[src/rtl/lnk_pkg.sv]
// Shared types and constants for the road-matching linker slice.
// Assumes four axial layers, at most 8 pixels per layer and at most 5
// slope bins per pixel; road fields are sized for those limits.
package lnk_pkg;

    localparam int NLAYER     = 4;
    localparam int PIX_IDX_W  = 3;
    localparam int SB_IDX_W   = 3;
    localparam int MAX_SB     = 5;
    localparam int BINS_W     = 3;
    localparam int PT_W       = 4;
    localparam int PHI_W      = 5;
    localparam int DEF_NROADS = 16;

    // One road: a pixel and a slope bin per layer, plus the implied track.
    typedef struct packed {
        logic [NLAYER-1:0][PIX_IDX_W-1:0] pix;
        logic [NLAYER-1:0][SB_IDX_W-1:0]  sbin;
        logic [PT_W-1:0]                  pt;
        logic [PHI_W-1:0]                 phi;
    } road_t;

    typedef road_t [DEF_NROADS-1:0] road_tab_t;

    typedef enum logic [1:0] {
        ST_IDLE  = 2'd0,
        ST_MATCH = 2'd1,
        ST_EMIT  = 2'd2
    } lnk_state_e;

    // Computes the default road table (a placeholder set, one road per index).
    function automatic road_tab_t default_table();
        road_tab_t t;
        for (int i = 0; i < DEF_NROADS; i++) begin
            for (int l = 0; l < NLAYER; l++) begin
                t[i].pix[l]  = PIX_IDX_W'((i + l * (i / 4)) % 8);
                t[i].sbin[l] = (l >= 2) ? SB_IDX_W'(i % 2) : '0;
            end
            t[i].pt  = PT_W'(i);
            t[i].phi = PHI_W'(2 * i);
        end
        return t;
    endfunction

endpackage

[src/rtl/lnk_road_match.sv]
// Parallel road matcher: one AND term per road, built at elaboration.
// Every road index is a constant, so each layer term reduces to a fixed
// bit select. Assumes pix_q/slope_q are stable registered inputs.
module lnk_road_match #(
    parameter int NPIX   = 8,
    parameter int NROADS = lnk_pkg::DEF_NROADS,
    parameter logic [lnk_pkg::NLAYER*lnk_pkg::BINS_W-1:0] SLOPE_BINS =
        {3'd2, 3'd2, 3'd0, 3'd0},
    parameter lnk_pkg::road_t [NROADS-1:0] ROADS = lnk_pkg::default_table()
) (
    input  logic [lnk_pkg::NLAYER*NPIX-1:0]                 pix_q,
    input  logic [lnk_pkg::NLAYER*NPIX*lnk_pkg::MAX_SB-1:0] slope_q,
    output logic [NROADS-1:0]                               match_o
);
    import lnk_pkg::*;

    for (genvar g = 0; g < NROADS; g++) begin : g_road
        logic [NLAYER-1:0] lm;
        for (genvar l = 0; l < NLAYER; l++) begin : g_layer
            localparam int P    = int'(ROADS[g].pix[l]);
            localparam int B    = int'(ROADS[g].sbin[l]);
            localparam int BINS = int'(SLOPE_BINS[l*BINS_W +: BINS_W]);
            if (P >= NPIX) begin : g_nopix
                assign lm[l] = 1'b0;
            end else if (BINS == 0) begin : g_pixonly
                assign lm[l] = pix_q[l*NPIX + P];
            end else if (B >= BINS || B >= MAX_SB) begin : g_badbin
                assign lm[l] = 1'b0;
            end else begin : g_pixslope
                assign lm[l] = pix_q[l*NPIX + P] & slope_q[(l*NPIX + P)*MAX_SB + B];
            end
        end
        assign match_o[g] = &lm;
    end

endmodule

[src/rtl/lnk_track_pick.sv]
// Picks the remaining matched road with the highest momentum code.
// Ties go to the lowest road index, which the strict compare gives.
// Assumes rem_i is registered; a linear scan keeps the logic small.
module lnk_track_pick #(
    parameter int NROADS = lnk_pkg::DEF_NROADS,
    parameter lnk_pkg::road_t [NROADS-1:0] ROADS = lnk_pkg::default_table(),
    localparam int RIDX_W = (NROADS > 1) ? $clog2(NROADS) : 1
) (
    input  logic [NROADS-1:0]          rem_i,
    output logic                       found_o,
    output logic [RIDX_W-1:0]          idx_o,
    output logic [lnk_pkg::PT_W-1:0]   pt_o,
    output logic [lnk_pkg::PHI_W-1:0]  phi_o
);
    import lnk_pkg::*;

    logic [PT_W-1:0]  pt_tab  [NROADS];
    logic [PHI_W-1:0] phi_tab [NROADS];

    for (genvar g = 0; g < NROADS; g++) begin : g_tab
        assign pt_tab[g]  = ROADS[g].pt;
        assign phi_tab[g] = ROADS[g].phi;
    end

    // Scan all roads, keeping the first one with the largest momentum.
    always_comb begin
        found_o = 1'b0;
        idx_o   = '0;
        pt_o    = '0;
        phi_o   = '0;
        for (int i = 0; i < NROADS; i++) begin
            if (rem_i[i] && (!found_o || pt_tab[i] > pt_o)) begin
                found_o = 1'b1;
                idx_o   = RIDX_W'(i);
                pt_o    = pt_tab[i];
                phi_o   = phi_tab[i];
            end
        end
    end

endmodule

[src/rtl/lnk_road_linker.sv]
// Top of one linker slice. Sequence per crossing: capture inputs on start,
// register the match vector and its overflow bit, then emit one track per
// cycle for MAX_TRK slots, highest momentum first, with done on the last.
// Assumes start is issued at most once per crossing; starts while busy drop.
module lnk_road_linker #(
    parameter int NPIX    = 8,
    parameter int NROADS  = lnk_pkg::DEF_NROADS,
    parameter int MAX_TRK = 4,
    parameter logic [lnk_pkg::NLAYER*lnk_pkg::BINS_W-1:0] SLOPE_BINS =
        {3'd2, 3'd2, 3'd0, 3'd0},
    parameter lnk_pkg::road_t [NROADS-1:0] ROADS = lnk_pkg::default_table()
) (
    input  logic                                            clk,
    input  logic                                            rst_n,
    input  logic                                            start_i,
    input  logic [lnk_pkg::NLAYER*NPIX-1:0]                 pix_i,
    input  logic [lnk_pkg::NLAYER*NPIX*lnk_pkg::MAX_SB-1:0] slope_i,
    output logic                                            busy_o,
    output logic                                            trk_valid_o,
    output logic [lnk_pkg::PT_W-1:0]                        trk_pt_o,
    output logic [lnk_pkg::PHI_W-1:0]                       trk_phi_o,
    output logic                                            done_o,
    output logic                                            overflow_o
);
    import lnk_pkg::*;

    localparam int PIX_W  = NLAYER * NPIX;
    localparam int SLP_W  = NLAYER * NPIX * MAX_SB;
    localparam int RIDX_W = (NROADS > 1) ? $clog2(NROADS) : 1;
    localparam int SLOT_W = (MAX_TRK > 1) ? $clog2(MAX_TRK) : 1;
    localparam int CNT_W  = $clog2(NROADS + 1);
    localparam logic [SLOT_W-1:0] LAST_SLOT = SLOT_W'(MAX_TRK - 1);
    localparam logic [CNT_W-1:0]  CAP       = CNT_W'(MAX_TRK);

    lnk_state_e          state;
    logic [SLOT_W-1:0]   slot;
    logic [PIX_W-1:0]    pix_q;
    logic [SLP_W-1:0]    slope_q;
    logic [NROADS-1:0]   match_w;
    logic [NROADS-1:0]   rem_q;
    logic                ovf_w;
    logic                ovf_q;
    logic [CNT_W-1:0]    match_cnt;
    logic                pick_found;
    logic [RIDX_W-1:0]   pick_idx;
    logic [PT_W-1:0]     pick_pt;
    logic [PHI_W-1:0]    pick_phi;

    lnk_road_match #(
        .NPIX       (NPIX),
        .NROADS     (NROADS),
        .SLOPE_BINS (SLOPE_BINS),
        .ROADS      (ROADS)
    ) u_match (
        .pix_q   (pix_q),
        .slope_q (slope_q),
        .match_o (match_w)
    );

    lnk_track_pick #(
        .NROADS (NROADS),
        .ROADS  (ROADS)
    ) u_pick (
        .rem_i   (rem_q),
        .found_o (pick_found),
        .idx_o   (pick_idx),
        .pt_o    (pick_pt),
        .phi_o   (pick_phi)
    );

    // Count matched roads and compare against the slot cap.
    always_comb begin
        match_cnt = '0;
        for (int i = 0; i < NROADS; i++) begin
            match_cnt = match_cnt + CNT_W'(match_w[i]);
        end
        ovf_w = (match_cnt > CAP);
    end

    // Sequencer: idle -> match -> emit for MAX_TRK slots -> idle.
    always_ff @(posedge clk) begin
        if (!rst_n) begin
            state <= ST_IDLE;
            slot  <= '0;
        end else begin
            case (state)
                ST_IDLE:  if (start_i) state <= ST_MATCH;
                ST_MATCH: begin
                    state <= ST_EMIT;
                    slot  <= '0;
                end
                ST_EMIT: begin
                    if (slot == LAST_SLOT) state <= ST_IDLE;
                    else                   slot  <= slot + 1'b1;
                end
                default:  state <= ST_IDLE;
            endcase
        end
    end

    // Crossing input capture, taken only when a start arrives while idle.
    always_ff @(posedge clk) begin
        if (!rst_n) begin
            pix_q   <= '0;
            slope_q <= '0;
        end else if (state == ST_IDLE && start_i) begin
            pix_q   <= pix_i;
            slope_q <= slope_i;
        end
    end

    // Pending-road vector: loaded after matching, one bit cleared per emit.
    always_ff @(posedge clk) begin
        if (!rst_n) begin
            rem_q <= '0;
            ovf_q <= 1'b0;
        end else if (state == ST_MATCH) begin
            rem_q <= match_w;
            ovf_q <= ovf_w;
        end else if (state == ST_EMIT && pick_found) begin
            rem_q[pick_idx] <= 1'b0;
        end
    end

    // Registered track outputs and end-of-crossing strobes.
    always_ff @(posedge clk) begin
        if (!rst_n) begin
            trk_valid_o <= 1'b0;
            trk_pt_o    <= '0;
            trk_phi_o   <= '0;
            done_o      <= 1'b0;
            overflow_o  <= 1'b0;
        end else begin
            trk_valid_o <= 1'b0;
            trk_pt_o    <= '0;
            trk_phi_o   <= '0;
            done_o      <= 1'b0;
            overflow_o  <= 1'b0;
            if (state == ST_EMIT) begin
                trk_valid_o <= pick_found;
                trk_pt_o    <= pick_found ? pick_pt  : '0;
                trk_phi_o   <= pick_found ? pick_phi : '0;
                if (slot == LAST_SLOT) begin
                    done_o     <= 1'b1;
                    overflow_o <= ovf_q;
                end
            end
        end
    end

    assign busy_o = (state != ST_IDLE);

endmodule

[config.mk]
export PLATFORM = sky130hd
export DESIGN_NAME = lnk_road_linker
export DESIGN_NICKNAME = d
export VERILOG_FILES = /design/src/rtl/lnk_pkg.sv /design/src/rtl/lnk_road_match.sv /design/src/rtl/lnk_track_pick.sv /design/src/rtl/lnk_road_linker.sv
export SDC_FILE = /design/constraint.sdc
export NUM_CORES = 1
export LEC_CHECK = 0
export CORE_MARGIN = 8
export CORE_UTILIZATION = 41
export CTS_CLUSTER_DIAMETER = 40
export DETAILED_ROUTE_END_ITERATION = 10
export PLACE_DENSITY = 0.93
export SYNTH_ARGS = -nofsm -noshare
export SYNTH_HDL_FRONTEND = slang
export SYNTH_SLANG_ARGS = --single-unit
[constraint.sdc]
create_clock -name clk -period 6.5 [get_ports clk]
set_input_delay 1.3 -clock clk [delete_from_list [all_inputs] [get_ports clk]]
set_output_delay 1.3 -clock clk [all_outputs]
set_load 0.1 [all_outputs]
[Yosys cells after proc, flatten, opt, wreduce, memory -nomap -nowiden]
Index checks and enable logic that the tools add are counted.
Storage, ports and cells
  register bits: 222
  output and inout port bits: 13
  logic and storage cells: 203
Operators by class
  add/sub/neg operators: 16
  order comparisons: 17
  eq/ne operators: 6
  muxes and demuxes: 56
  bitwise logic cells: 25
  reduce and logical (&&, ||, !) cells: 71
Operator list (count)
  $mux W5: 14
  $reduce_and A4 Y1: 16
  $mux W4: 14
  $add A5 B1 Y5: 11
  $gt A4 B4 Y1 const A: 8
  $mux W16: 2
  $and A1 B1 Y1: 20
  $mux W1: 19
  $logic_and A1 B1 Y1: 17
  $reduce_or A17 Y1: 1
  $and A16 B16 Y16: 1
  $gt A3 B4 Y1 const A: 4
  $not A16 Y16: 1
  $logic_not A1 Y1: 14
  $logic_or A1 B1 Y1: 14
  $gt A2 B4 Y1 const A: 2
  $mux W2: 4
  $ne A2 B2 Y1 const B: 3
  $pmux W2 S3: 1
  $reduce_and A2 Y1: 3
  $reduce_and A3 Y1: 2
  $reduce_bool A2 Y1: 3
  $add A4 B1 Y5: 1
  $gt A5 B3 Y1 const B: 1
  12 further kinds: 15

[Longest topological paths before layout]
  depth in word-level cells: 66
  gate-level depth with buffers: 14
  depth with buffers taken out: 14

[Hierarchy]
From an unflattened synthesis, not the netlist that was laid out.
Unflattened totals
  cells, all modules: 1078
  area, all modules: 9122.5 sq um
Modules (own cells, without submodules)
  lnk_road_linker: times used 1, cells an instance 998, area an instance 8673.3 sq um
  lnk_track_pick: times used 1, cells an instance 38, area an instance 241.5 sq um
  lnk_road_match: times used 1, cells an instance 42, area an instance 207.7 sq um

[Worst setup path after synthesis]
OpenSTA, ideal clock, no wires.
  path kind: register to register
  start point: reg pix_q[1]
  end point: reg ovf_q
  data arrival time: 3.658 ns
  path slack: 2.751 ns
  cell stages (with the launch flop): 14
  path buffers: 0
  clock period less this slack: 3.749 ns
  cell sequence: dfxtp_1 > nand4_1 > or2_2 > fa_1 > fa_1 > fa_1 > fa_1 > inv_1 > ha_1 > inv_1 > fa_1 > xnor2_1 > a21oi_1 > a311oi_1
On the way
  cells in the longest elaborated chain, start to end: 17
  elaborated cells on any way between the ends: 18
  those cells by class: add/sub: 15; order compare: 1; reduce/logical: 2
RTL lines
  start: declaration: RTL line lnk_road_linker.sv:37  | logic [PIX_W-1:0] pix_q;
  start signal: assignment: RTL line lnk_road_linker.sv:107  | pix_q <= pix_i;
  $reduce_and A4 Y1: RTL line lnk_road_match.sv:33  | assign match_o[g] = &lm;
  $add A1 B1 Y2: RTL line lnk_road_linker.sv:75  | match_cnt = match_cnt + CNT_W'(match_w[i]);
  $add A2 B1 Y3: RTL line lnk_road_linker.sv:75
  $add A3 B1 Y4: RTL line lnk_road_linker.sv:75
  $add A4 B1 Y5: RTL line lnk_road_linker.sv:75
  $add A5 B1 Y5 (4 in series): RTL line lnk_road_linker.sv:75
  $add A5 B1 Y5 * (7 in series): RTL line lnk_road_linker.sv:75
  $gt A5 B3 Y1 *: RTL line lnk_road_linker.sv:77  | ovf_w = (match_cnt > CAP);
  end signal: assignment: RTL line lnk_road_linker.sv:119  | ovf_q <= ovf_w;
  end: declaration: RTL line lnk_road_linker.sv:42  | logic ovf_q;
Mark *: on every way between the ends. The rest lies on a longest branch, timed or not.
A chain may end at the register's enable or synchronous reset.

[Worst setup path in the final report]
Same ends and word-level chain as after synthesis.

==> qor.txt <==
Wire per inst - 15.8 µm
CTS resizes - 0
Final setup vio count - 0
Netlist Area Pre-Place - 3640 µm²
Seq cells post-synth - 79
Static leakage - 1.71 nW
Die area - 12,100 µm²
Crit-path max FO - 3
Residual DRC count - 0
Initial core utilization - 41.9%
Share of cells above drive strength 1 - 5.10%
Largest family of logic cells by synthesized area - simple AND/OR/NAND/NOR gates
CTS hold repair buffers - 0
Worst setup margin - 2400 ps
Initial antenna violation count - 0
Synth Area in XOR/XNOR - 0.241%
Final worst-path cycle share - 63.1%
Max-cap violations - 0
Pwr dens - 236 nW/µm²
Area Growth Syn to Fin - 24.9%
Worst-path clk slew - 80 ps
Setup TNS - 0 ps
Total power - 1.07 mW
Row count - 34
Placer Congestion - 0.888
Post-CTS setup repair buffer count - 0
Final #Nets - 717
Critical path class - flip-flop to flip-flop
Core ar. - 8680 µm²
Synth Warn # - 0
HP Class - flip-flop to flip-flop
Layout Utilization - 52.4%
Dpl hpwl - 7480 µm
Layout Cells excl Fill - 618
Fmax achieved - 244 MHz
Number of buffers created by CTS - 9
I/O pin cnt - 208
CP arrival - 4360 ps
Seq/Total Area, Yosys - 43.5%
TritonCTS clock tree - done
Die Y - 110 µm
Post-synthesis mux area share - 0.550%
Via density - 5.42
Slew HR - 34.5%
Top post-synthesis cells by area - dfxtp_1, nand2_1, a21oi_1
Die width - 110 µm
Clk Tree Root Cell - clkbuf_8
Post-synth cell types - 48
Inst Count DP - 603
Antenna viol nets, final - 0
Yosys top cell area share - 43.5%
Endpoint class of the critical path - flip-flop
RSZ-0062 raised after global routing - false
Maximum root-to-sink buffer count - 2
Least-Margin Pin Slew - 979 ps
Syn Nets - 667
Global-route wire length before repair - 16,000 µm
Synth Area in Simple Gates - 27.5%
Cells after Synth - 456
Cell accounting for the most synthesized area - dfxtp_1
Total number of clock tree sinks - 79
Ys async rst share - 0%
Max Slew Vio Count - 0
PortBufs - 65
Synth Area in Compound Gates - 15.3%
Final wirelength - 9750 µm
Skew-Pair Late Insertion Delay - 350 ps
CP startpoint kind - flip-flop
Grt ovf - 0
Dominant synthesized flop cell - dfxtp_1
Final Skew - 7.26 ps
DR vias - 3,352
Diodes inserted - 0
Post-synth EDFFs - 0
Peak VDD IR - 0.100 mV
Fillers - 831
Final Hold Vio Count - 0
Number of global-route vias before repair - 3,474
Final Critical Period - 4100 ps
Setup WS pre-CTS - 2410 ps
Worst path required time - 6760 ps
Max H-tree Level - 3
Outcome - finished, final reports clean
Synth Area per Inst - 7.98 µm²
Pin count of the biggest net entering global routing - 61
Initial drt markers - 188
TritonRoute pass-1 iters - 4
GRT Util Overall - 16.7%
Post-Synth Adder-Cell Area - 7.57%
worst max-delay path, stage by stage, from the launching register on:
cell and delay (ps):
dfxtp_1 390, nand4_1 100, or2_2 330, fa_1 580
fa_1 440, fa_1 540, fa_1 410, inv_1 70
ha_1 160, inv_1 60, fa_1 390, a21oi_1 170
a21oi_1 70, a311oi_1 300
cells in the final DEF (no fill, tap or decap), types with 6 or more instances in the layout:
| cell type | n |
|---|---|
| inv_1 | 15 |
| clkbuf_8 | 9 |
| nor2_1 | 29 |
| o22ai_1 | 8 |
| nand3_1 | 15 |
| clkdlybuf4s50_1 | 65 |
| fa_1 | 10 |
| ha_1 | 6 |
| nand2_1 | 122 |
| a21oi_1 | 61 |
| nand4_1 | 12 |
| dfxtp_1 | 79 |
report_power, final:
| group | internal [mW] | leakage [nW] | switching, mW |
|---|---|---|---|
| logic | 0.0519 | 0.951 | 0.0650 |
| registers | 0.507 | 0.645 | 0.0208 |
| clock network | 0.253 | 0.113 | 0.174 |
| total | 0.812 | 1.71 | 0.260 |
path summary, 6_finish.rpt:
| check | from | end | slack, ps | cells after the start |
|---|---|---|---|---|
| hold / removal | pix_q[22] | pix_q[22] | 450 | 2 |
| setup reg to reg | pix_q[1] | ovf_q | 2400 | 13 |
| hold reg to reg | pix_q[22] | pix_q[22] | 450 | 2 |
| setup / recovery | pix_q[1] | ovf_q | 2400 | 13 |
cell usage after synthesis, drive strengths merged, types with 3 or more instances:
master / n
nand2: 122
nor3: 4
or4: 3
nor2: 29
ha: 6
o31ai: 3
a21oi: 61
and2: 5
and4: 5
or2: 3
o22ai: 8
buf: 7
fa: 10
dfxtp: 79
nand4: 12
inv: 15
and3: 4
o21ai: 7
nor4: 6
nand2b: 4
clkbuf: 22
nand3: 16
metal layers:
metal	up-vias	global-route usage [%]	share of wire [%]
met1	1577	18.5	40
met4	0	8.37	2.6
li1	1650	-	-
met2	103	29.3	51
met5	-	0	0
met3	22	4.19	6.1
per-stage QoR:
stage	hold WS, ps	cell area, µm²
floorplan	431	3640
global placement	442	4320
detailed placement	444	4320
CTS	454	4540
global route	474	4540
finish	455	4540
layout make-up:
class	count	area, µm²	share of cell area (%)
clock buffers	11	131	2.89
clock inverters	4	95.1	2.09
inverters	16	60.1	1.32
multi-input cells	332	1870	41.1
flip-flops and latches	79	1580	34.8
well taps	108	135	2.97
repair buffers	68	673	14.8
sequential cells by signal, summed over array words and instances (netlist names):
| register | flops |
|---|---|
| slope_q | 20 |
| pix_q | 31 |
| trk_valid_o | 1 |
| rem_q | 16 |
| ovf_q | 1 |
| slot | 2 |
| done_o | 1 |
| trk_pt_o | 4 |
| state | 2 |
| overflow_o | 1 |
kinds of logic after synthesis:
logic type	after synthesis
flops	79
other cells	1
compound gates	95
simple gates	217
buf+inv	45
fa+ha+maj	16
xor+xnor	1
mux	2
Power figures use the tool's default switching activity.
